==> src/rtl/irq_stat_pkg.sv <==
package irq_stat_pkg;

    localparam int STAT_W = 8;
    localparam int DATA_W = 8;
    localparam int MASK_W = 3;

    localparam int B_NORESP  = 0;
    localparam int B_COLL    = 1;
    localparam int B_FRAME   = 2;
    localparam int B_PARITY  = 3;
    localparam int B_CRC     = 4;
    localparam int B_FIFO    = 5;
    localparam int B_RXSTART = 6;
    localparam int B_TXDONE  = 7;

    typedef struct packed {
        logic stat_rd;
        logic mask_rd;
        logic col_rd;
        logic mask_wr;
    } acc_s;

    // Per-bit interrupt enable: receive-start never drives irq directly,
    // the three low sources follow the mask, the rest are always on.
    function automatic logic [STAT_W-1:0] src_enable(input logic [MASK_W-1:0] m);
        logic [STAT_W-1:0] e;
        e = '1;
        e[B_RXSTART] = 1'b0;
        e[MASK_W-1:0] = m;
        return e;
    endfunction

endpackage

==> src/rtl/irq_access_decode.sv <==
module irq_access_decode
    import irq_stat_pkg::*;
#(
    parameter int ADDR_W    = 5,
    parameter int STAT_ADDR = 12
) (
    input  logic              reg_rd,
    input  logic              reg_wr,
    input  logic [ADDR_W-1:0] reg_addr,
    output acc_s              acc
);
    localparam logic [ADDR_W-1:0] A_STAT = ADDR_W'(STAT_ADDR);
    localparam logic [ADDR_W-1:0] A_MASK = ADDR_W'(STAT_ADDR + 1);
    localparam logic [ADDR_W-1:0] A_COL  = ADDR_W'(STAT_ADDR + 2);

    always_comb begin
        acc.stat_rd = reg_rd && (reg_addr == A_STAT);
        acc.mask_rd = reg_rd && (reg_addr == A_MASK);
        acc.col_rd  = reg_rd && (reg_addr == A_COL);
        acc.mask_wr = reg_wr && (reg_addr == A_MASK);
    end
endmodule

==> src/rtl/irq_event_gate.sv <==
module irq_event_gate
    import irq_stat_pkg::*;
(
    input  logic [STAT_W-1:0] evt_pulse,
    input  logic              crc_chk_en,
    input  logic              type_a_mode,
    output logic [STAT_W-1:0] evt_ok
);
    always_comb begin
        evt_ok           = evt_pulse;
        evt_ok[B_CRC]    = evt_pulse[B_CRC] && crc_chk_en;
        evt_ok[B_PARITY] = evt_pulse[B_PARITY] && type_a_mode;
    end
endmodule

==> src/rtl/irq_status_reg.sv <==
module irq_status_reg
    import irq_stat_pkg::*;
(
    input  logic              clk,
    input  logic              rst,
    input  logic [STAT_W-1:0] evt_ok,
    input  logic              rx_done,
    input  logic              clr,
    output logic [STAT_W-1:0] status_q,
    output logic              rx_fin_q
);
    logic [STAT_W-1:0] keep;
    logic              fin_keep;

    always_comb begin
        keep     = clr ? '0 : status_q;
        fin_keep = clr ? 1'b0 : rx_fin_q;
    end

    always_ff @(posedge clk) begin
        if (rst) begin
            status_q <= '0;
            rx_fin_q <= 1'b0;
        end else begin
            status_q <= keep | evt_ok;
            rx_fin_q <= fin_keep | rx_done;
        end
    end
endmodule

==> src/rtl/irq_col_capture.sv <==
module irq_col_capture #(
    parameter int COL_W = 8
) (
    input  logic             clk,
    input  logic             rst,
    input  logic             hit,
    input  logic [COL_W-1:0] idx,
    input  logic             clr,
    output logic [COL_W-1:0] pos_q
);
    always_ff @(posedge clk) begin
        if (rst)
            pos_q <= '0;
        else if (hit)
            pos_q <= idx;
        else if (clr)
            pos_q <= '0;
    end
endmodule

==> src/rtl/irq_status_ctrl.sv <==
module irq_status_ctrl
    import irq_stat_pkg::*;
#(
    parameter int              ADDR_W    = 5,
    parameter int              STAT_ADDR = 12,
    parameter int              COL_W     = 8,
    parameter logic [2:0]      MASK_RST  = 3'b110
) (
    input  logic              clk,
    input  logic              rst,
    input  logic [7:0]        evt_pulse,
    input  logic              rx_done,
    input  logic              crc_chk_en,
    input  logic              type_a_mode,
    input  logic [COL_W-1:0]  col_index,
    input  logic              reg_rd,
    input  logic              reg_wr,
    input  logic [ADDR_W-1:0] reg_addr,
    input  logic [7:0]        reg_wdata,
    output logic [7:0]        reg_rdata,
    output logic              irq
);
    acc_s              acc;
    logic [STAT_W-1:0] evt_ok;
    logic [STAT_W-1:0] status_q;
    logic              rx_fin_q;
    logic [COL_W-1:0]  colpos_q;
    logic [MASK_W-1:0] mask_q;

    irq_access_decode #(.ADDR_W(ADDR_W), .STAT_ADDR(STAT_ADDR)) u_dec (
        .reg_rd  (reg_rd),
        .reg_wr  (reg_wr),
        .reg_addr(reg_addr),
        .acc     (acc)
    );

    irq_event_gate u_gate (
        .evt_pulse  (evt_pulse),
        .crc_chk_en (crc_chk_en),
        .type_a_mode(type_a_mode),
        .evt_ok     (evt_ok)
    );

    irq_status_reg u_stat (
        .clk     (clk),
        .rst     (rst),
        .evt_ok  (evt_ok),
        .rx_done (rx_done),
        .clr     (acc.stat_rd),
        .status_q(status_q),
        .rx_fin_q(rx_fin_q)
    );

    irq_col_capture #(.COL_W(COL_W)) u_col (
        .clk  (clk),
        .rst  (rst),
        .hit  (evt_pulse[B_COLL]),
        .idx  (col_index),
        .clr  (acc.col_rd),
        .pos_q(colpos_q)
    );

    always_ff @(posedge clk) begin
        if (rst)
            mask_q <= MASK_RST;
        else if (acc.mask_wr)
            mask_q <= reg_wdata[MASK_W-1:0];
    end

    always_comb begin
        reg_rdata = '0;
        if (acc.stat_rd)
            reg_rdata = status_q;
        else if (acc.mask_rd)
            reg_rdata = DATA_W'(mask_q);
        else if (acc.col_rd)
            reg_rdata = DATA_W'(colpos_q);
    end

    assign irq = (|(status_q & src_enable(mask_q))) | rx_fin_q;

endmodule

==> config.mk <==
export PLATFORM = sky130hd
export DESIGN_NAME = irq_status_ctrl
export DESIGN_NICKNAME = d
export VERILOG_FILES = /design/src/rtl/irq_stat_pkg.sv /design/src/rtl/irq_access_decode.sv /design/src/rtl/irq_event_gate.sv /design/src/rtl/irq_status_reg.sv /design/src/rtl/irq_col_capture.sv /design/src/rtl/irq_status_ctrl.sv
export SDC_FILE = /design/constraint.sdc
export NUM_CORES = 1
export LEC_CHECK = 0
export BUFFER_PORTS_ARGS = -buffer_cell sky130_fd_sc_hd__buf_4
export CAP_MARGIN = 40
export CORE_MARGIN = 1.5
export CORE_UTILIZATION = 49
export CTS_CLUSTER_DIAMETER = 150
export CTS_CLUSTER_SIZE = 10
export DETAILED_ROUTE_END_ITERATION = 12
export GPL_TIMING_DRIVEN = 1
export PLACE_DENSITY = 0.79
export SYNTH_ARGS = -nofsm -noshare
export SYNTH_HDL_FRONTEND = slang
export SYNTH_SLANG_ARGS = --single-unit
==> constraint.sdc <==
create_clock -name clk -period 2.12 [get_ports clk]
set_clock_uncertainty 0.2 [all_clocks]
set_input_delay 0.318 -clock clk [delete_from_list [all_inputs] [get_ports clk]]
set_output_delay 0.318 -clock clk [all_outputs]
set_load 0.01 [all_outputs]
==> results of run 1 <==
## cells in the mapped netlist
cell type and n:
a22o_1 5, nand3_1 1, nor4b_4 1, clkbuf_1 4, dfxtp_1 20, nand2b_4 1
nor2b_4 1, a211oi_1 1, and4bb_4 1, and3_1 4, o22a_1 3, mux2i_1 3
o22ai_1 17, buf_2 2, nor3_1 1, nand2_1 14, clkinv_1 1, nand3b_1 8
nor2_1 4, a22oi_1 1, buf_1 1, nand2b_1 15, buf_6 1, nor4_1 3
inv_1 6
## registers in the layout, indices dropped and copies added, names as in the netlist
name and flops:
mask_q 3, u_stat.rx_fin_q 1, u_stat.status_q 8, u_col.pos_q 8
## how the worst max path moves through the flow
stage                         endpoint  slack [ns]
after floorplan           reg_rdata[5]        0.41
after global placement    reg_rdata[7]        0.18
after detailed placement  reg_rdata[7]        0.16
after CTS                 reg_rdata[7]        0.16
after global routing      reg_rdata[4]        0.11
final                     reg_rdata[7]        0.17
## area by class of cell
class	count	area (um2)	area share, %
flip-flops and latches	20	400	29.3
clock buffers	3	22.5	1.65
multi-input cells	84	564	41.3
well taps	27	33.8	2.47
inverters	7	26.3	1.92
repair buffers	41	320	23.4
## metal layers
| metal | global-route usage (%) | part of all wire, % | vias up |
|---|---|---|---|
| li1 | - | - | 501 |
| met1 | 27.1 | 44 | 450 |
| met5 | 0 | 0 | - |
| met3 | 3.99 | 3.9 | 4 |
| met2 | 38.4 | 51 | 22 |
| met4 | 8.57 | 1.3 | 0 |
## worst max-delay path, cell delays in order
cell and delay, ns:
buf_4 0.13, and4bb_4 0.36, nor2b_4 0.30, a22o_1 0.20
buf_4 0.12
## power groups by stage
stage / registers [W] / logic (W) / clock network [W]
after floorplan: 0.000421 / 0.0000638 / 0
after global placement: 0.000427 / 0.000118 / 0
after detailed placement: 0.000427 / 0.000124 / 0
after CTS: 0.000418 / 0.000124 / 0.000183
after global routing: 0.000421 / 0.000137 / 0.000194
final: 0.000418 / 0.000123 / 0.000177
## kinds of logic after synthesis
kind of cell	count (synthesis)
buffers and inverters	15
muxes	3
and+or+nand+nor	54
AOI/OAI and AO/OA	27
DFF	20
## through the flow
step	instance area [um2]	total power (W)
2_1_floorplan	1030	0.000485
3_3_place_gp	1350	0.000545
3_5_place_dp	1350	0.000550
4_1_cts	1370	0.000725
5_1_grt	1370	0.000752
6_report	1370	0.000719
==> key figures, run 1 <==
Outcome
  • Status: complete, no violations

Pwr
  • Switch Pwr: 0.000180 W
  • P_leak: 0.595 nW
  • VDD IR max: 0.341 mV
  • Flop pwr share: 58.2%
  • Internal power: 0.000539 W
  • Clock Power Share: 24.7%
  • PD cells: 526 nW/um2
  • Logic pwr share: 17.1%
  • Sw Share: 25.1%

Finish
  • Final nets: 193
  • Commonest non-fill, non-tap cell in the layout: buf_4
  • Post-route insts no fill: 182
  • Area Overhead vs Synth: 32.6%
  • Fraction of layout cells with a size suffix above 1: 31.0%
  • Fill cell count: 181
  • Most frequent cells in the layout: 40 x buf_4, 20 x dfxtp_1, 17 x o22ai_1
  • Final core utilization: 69.7%
  • Antenna cells: 0

Setup path
  • Setup CP Type: in -> out
  • Register-to-register setup slack: 1.27 ns
  • Worst-path maximum fanout: 11
  • Worst Path Arrival: 1.43 ns
  • Reg2reg end: u_stat.status_q[4]
  • Crit path required time: 1.60 ns
  • Crit start category: input port
  • Critical R2R Launch: u_stat.status_q[4]
  • Critical path launch point: reg_addr[4]
  • R2R cell count: 2
  • Worst Setup End Kind: output port

Hold path
  • Hold path start: evt_pulse[0]
  • Hold Path Stages: 3
  • Hold crit path type: in -> reg
  • Hold Crit Endpoint: u_stat.status_q[0]

CTS
  • Worst-skew pair later-pin latency: 0.29 ns
  • Clock transition at path regs: 0.11 ns
  • TritonCTS clock tree: done
  • H-tree depth: 1
  • Setup Buffers After CTS: 0
  • CTS resizes: 0
  • Clk sinks: 20
  • Clk buf depth: 2
  • CTS Buf Count: 3
  • CTS root buffer: clkbuf_4
  • Cts hold-fix bufs: 0

Timing
  • Min cycle time layout: 1.95 ns
  • Endpoints failing setup: 0
  • Slew HR: 78.7%
  • Final hold vios: 0
  • Max-slew violation count: 0
  • Unrepaired setup endpoints after global routing: false
  • Worst-margin pin slew: 0.319 ns
  • Fmax achieved: 512 MHz
  • Min Hold Slack: 0.0666 ns
  • Final setup margin: 0.168 ns
  • Setup_tns: 0 ns
  • Period utilization: 92.1%

Logic synthesis
  • Synth Area in XOR/XNOR: 0%
  • Mux contribution to synthesized area: 2.91%
  • Mean Syn Cell Area: 8.66 um2
  • Post-Syn Area: 1030 um2
  • Synth Register Bits: 20
  • Adder-cell share of the synthesized area: 0%
  • Area share of the largest cell type after synthesis: 38.8%
  • Area contributors post-synth: dfxtp_1 39%, o22ai_1 10%, nand2b_1 9.1%
  • Area leader, netlist: dfxtp_1
  • Register area share after synthesis: 38.8%
  • Cell variety after synth: 25
  • Post-Syn Nets: 155
  • Compound-Gate Fraction of Synth Area: 18.6%
  • Cells after Synth: 119
  • Dominant combinational cell family by area after synthesis: simple AND/OR/NAND/NOR gates
  • Simple-gate portion of the synthesized area: 33.3%
  • Yosys warnings: 0

Die
  • Row cnt: 16
  • Die height: 48.9 um
  • Initial core utilization: 52.6%
  • Core Area: 1960 um2
  • Die X: 48.9 um
  • Die ar.: 2390 um2
  • I/O pin cnt: 45

Drt
  • DRC viols: 0
  • Drt first-iter violations: 11
  • Vias: 977
  • Routed Wire Length: 2.39 mm
  • Drt first pass iters: 4
  • Via density per instance: 5.37
  • WL/cell: 13.1 um
  • Post-route ant nets: 0

Global route
  • Gr usage total: 22.1%
  • Initial antenna violation count: 0
  • GRT Residual Overflow: 0
  • Vias in the first global route: 923
  • First-pass GRT wire length: 4.06 mm
  • Largest net degree at the start of global routing: 41

Placement
  • Pre-CTS setup slack: 0.162 ns
  • HPWL after DPL: 1.84 mm
  • IO Port Bufs: 39
  • DP Cell Count: 179
  • Placer Congestion: 0.814

Flow run
  • Max Cap Viol: 0
No activity file was read; power rests on OpenSTA's default activity.
==> run 2, diff against run 1 <==
--- a/config.mk
+++ b/config.mk
@@ -8,12 +8,13 @@
 export BUFFER_PORTS_ARGS = -buffer_cell sky130_fd_sc_hd__buf_4
 export CAP_MARGIN = 40
 export CORE_MARGIN = 1.5
-export CORE_UTILIZATION = 49
+export CORE_UTILIZATION = 43
+export CTS_BUF_LIST = sky130_fd_sc_hd__clkbuf_4 sky130_fd_sc_hd__clkbuf_8
 export CTS_CLUSTER_DIAMETER = 150
 export CTS_CLUSTER_SIZE = 10
 export DETAILED_ROUTE_END_ITERATION = 12
 export GPL_TIMING_DRIVEN = 1
-export PLACE_DENSITY = 0.79
+export PLACE_DENSITY = 0.73
 export SYNTH_ARGS = -nofsm -noshare
 export SYNTH_HDL_FRONTEND = slang
 export SYNTH_SLANG_ARGS = --single-unit
==> constraint.sdc (replaced) <==
create_clock -name clk -period 1.64 [get_ports clk]
set_clock_uncertainty 0.2 [all_clocks]
set_input_delay 0.246 -clock clk [delete_from_list [all_inputs] [get_ports clk]]
set_output_delay 0.246 -clock clk [all_outputs]
set_load 0.01 [all_outputs]
==> key figures, run 2 (synthesized netlist as in run 1, its figures left out) <==
Outcome
  • Status: finished with violations (was complete, no violations)
  • Failing checks: negative setup slack

Setup path
  • Worst-path maximum fanout: 3 (was 11)
  • Setup CP Type: reg -> out (was in -> out)
  • Worst Setup End Kind: output port (unchanged)
  • Crit start category: flop (was input port)
  • Critical path buffers and inverters: 1 (was 2)
  • Worst path cell trace: nand2b_4 > and3_1 > o22a_1 > buf_6 (was buf_4 > and4bb_4 > nor2b_4 > a22o_1 > buf_4)
  • Crit-path slowest cell: dfxtp_2 (was and4bb_4)
  • Crit path required time: 1.19 ns (was 1.60 ns)
  • CP peak stage delay: 0.35 ns (was 0.36 ns)
  • Worst Path Arrival: 1.24 ns (was 1.43 ns)
  • Top delay family on crit path: flip-flops (was simple AND/OR/NAND/NOR gates)

Timing
  • Unrepaired setup endpoints after global routing: true (was false)
  • Max-slew violation count: 0 (unchanged)
  • Period utilization: 103%
  • Worst-margin pin slew: 0.315 ns (was 0.319 ns)
  • Min cycle time layout: 1.69 ns
  • Final setup margin: -0.0471 ns (was 0.168 ns)
  • Min Hold Slack: 0.00316 ns (was 0.0666 ns)
  • Endpoints failing setup: 4 (was 0)
  • Fmax achieved: 593 MHz
  • Slew HR: 79.0% (was 78.7%)
  • Final hold vios: 0 (unchanged)

Global route
  • Vias in the first global route: 1059 (was 923)
  • Initial antenna violation count: 0 (unchanged)
  • GRT Residual Overflow: 0 (unchanged)
  • Largest net degree at the start of global routing: 41 (unchanged)
  • Gr usage total: 22.0% (was 22.1%)
  • First-pass GRT wire length: 4.44 mm (was 4.06 mm)

CTS
  • H-tree depth: 1 (unchanged)
  • Clk buf depth: 2 (unchanged)
  • Clk sinks: 20 (unchanged)
  • Clock transition at path regs: 0.11 ns (about the same)
  • CTS root buffer: clkbuf_4 (unchanged)
  • CTS Buf Count: 3 (unchanged)
  • TritonCTS clock tree: done (unchanged)
  • Worst-skew pair later-pin latency: 0.29 ns (about the same)

Pwr
  • PD cells: 636 nW/um2 (was 526 nW/um2)
  • P_leak: 0.714 nW (was 0.595 nW)
  • Power Total: 0.00102 W (was 0.000719 W)
  • VDD IR max: 0.512 mV (was 0.341 mV)

Drt
  • WL/cell: 13.7 um (was 13.1 um)
  • Drt first pass iters: 4 (unchanged)
  • Drt first-iter violations: 19 (was 11)
  • Vias: 1067 (was 977)
  • Routed Wire Length: 2.77 mm (was 2.39 mm)
  • Post-route ant nets: 0 (unchanged)
  • Via density per instance: 5.28 (was 5.37)
  • DRC viols: 0 (unchanged)

Finish
  • Commonest non-fill, non-tap cell in the layout: buf_4 (unchanged)
  • Fraction of layout cells with a size suffix above 1: 43.7% (was 31.0%)
  • Regs by FF count: u_col.pos_q x8, u_stat.status_q x8, mask_q x3 (unchanged)
  • Fill cell count: 177 (was 181)
  • Area Overhead vs Synth: 55.9% (was 32.6%)
  • Antenna cells: 0 (unchanged)
  • Area taken by multi-input logic gates: 624 um2 (was 564 um2)
  • Most frequent cells in the layout: 45 x buf_4, 17 x o22ai_1, 16 x dfxtp_1 (was 40 x buf_4, 20 x dfxtp_1, 17 x o22ai_1)
  • Register area: 405 um2 (was 400 um2)
  • Final instance area: 1610 um2 (was 1370 um2)
  • Final nets: 211 (was 193)

Die
  • Die X: 52.0 um (was 48.9 um)
  • Core Area: 2230 um2 (was 1960 um2)
  • Initial core utilization: 46.2% (was 52.6%)
  • Die height: 52.0 um (was 48.9 um)
  • Row cnt: 17 (was 16)
  • I/O pin cnt: 45 (unchanged)
  • Die ar.: 2700 um2 (was 2390 um2)

Placement
  • Post-DP Area: 1390 um2 (was 1350 um2)
  • HPWL after DPL: 1.80 mm (was 1.84 mm)
  • IO Port Bufs: 39 (unchanged)
  • Placer Congestion: 0.882 (was 0.814)

Hold path
  • Hold crit path type: in -> reg (unchanged)

Flow run
  • Max Cap Viol: 0 (unchanged)
## run 2: worst reg2reg max path: cells and delay by family (launching register included)
| family | cells | cell delay [ns] |
|---|---|---|
| flops | 1 | 0.34 |
| buf+inv | 1 | 0.13 |
| mux | 1 | 0.07 |
| simple gates | 1 | 0.09 |
## run 2: worst paths after layout
| check | start | to | slack [ns] | cells after the start |
|---|---|---|---|---|
| worst max-delay path | mask_q[1] | reg_rdata[1] | -0.05 | 4 |
| worst min-delay path | col_index[3] | u_col.pos_q[3] | 0.003 | 3 |
| worst max register to register | mask_q[2] | mask_q[2] | 0.71 | 3 |
| worst min register to register | u_stat.rx_fin_q | u_stat.rx_fin_q | 0.29 | 2 |
## run 2: layout make-up
cell class	instances	area share, %
multi-input cells	85	38.8
inverters	7	1.63
well taps	28	2.18
flip-flops and latches	20	25.2
repair buffers	58	29.9
clock buffers	4	2.26
## run 2: routing by layer
| layer | up-vias | wire, um | GRT usage [%] | part of all wire (%) |
|---|---|---|---|---|
| li1 | 540 | - | - | - |
| met1 | 494 | 1150 | 27.3 | 42 |
| met2 | 31 | 1480 | 39.5 | 53 |
| met3 | 2 | 118 | 2.59 | 4.3 |
| met4 | 0 | 16 | 6.58 | 0.58 |
| met5 | - | 0 | 0 | 0 |
## run 2: report_power, final
group	switching, W	leakage [nW]	internal (W)
combinational	0.0000785	0.527	0.000116
clock	0.000151	0.0210	0.000135
sequential	0.0000236	0.166	0.000519
total	0.000253	0.714	0.000770
## run 2: timing repair
action / CTS / global route
buffers inserted: 4 / 2
hold buffers: 3 / 0
setup endpoints to repair: 8 / 9
pin swaps: 5 / 6
endpoints found under the hold margin: 3 / 0
resized for setup: 13 / 9
cloned: 1 / 0
## run 2: per-stage QoR
| stage | utilization [%] | TNS [ns] | std cells | setup slack [ns] |
|---|---|---|---|---|
| detailed placement | 62.4 | -0.321 | 188 | -0.0617 |
| CTS | 69.2 | -0.0815 | 200 | -0.0415 |
| global route | 72.0 | -0.446 | 202 | -0.0860 |
| floorplan | - | 0 | 119 | 0.0763 |
| global placement | 62.4 | -0.225 | 188 | -0.0519 |
| finish | 72.0 | -0.0916 | 202 | -0.0471 |
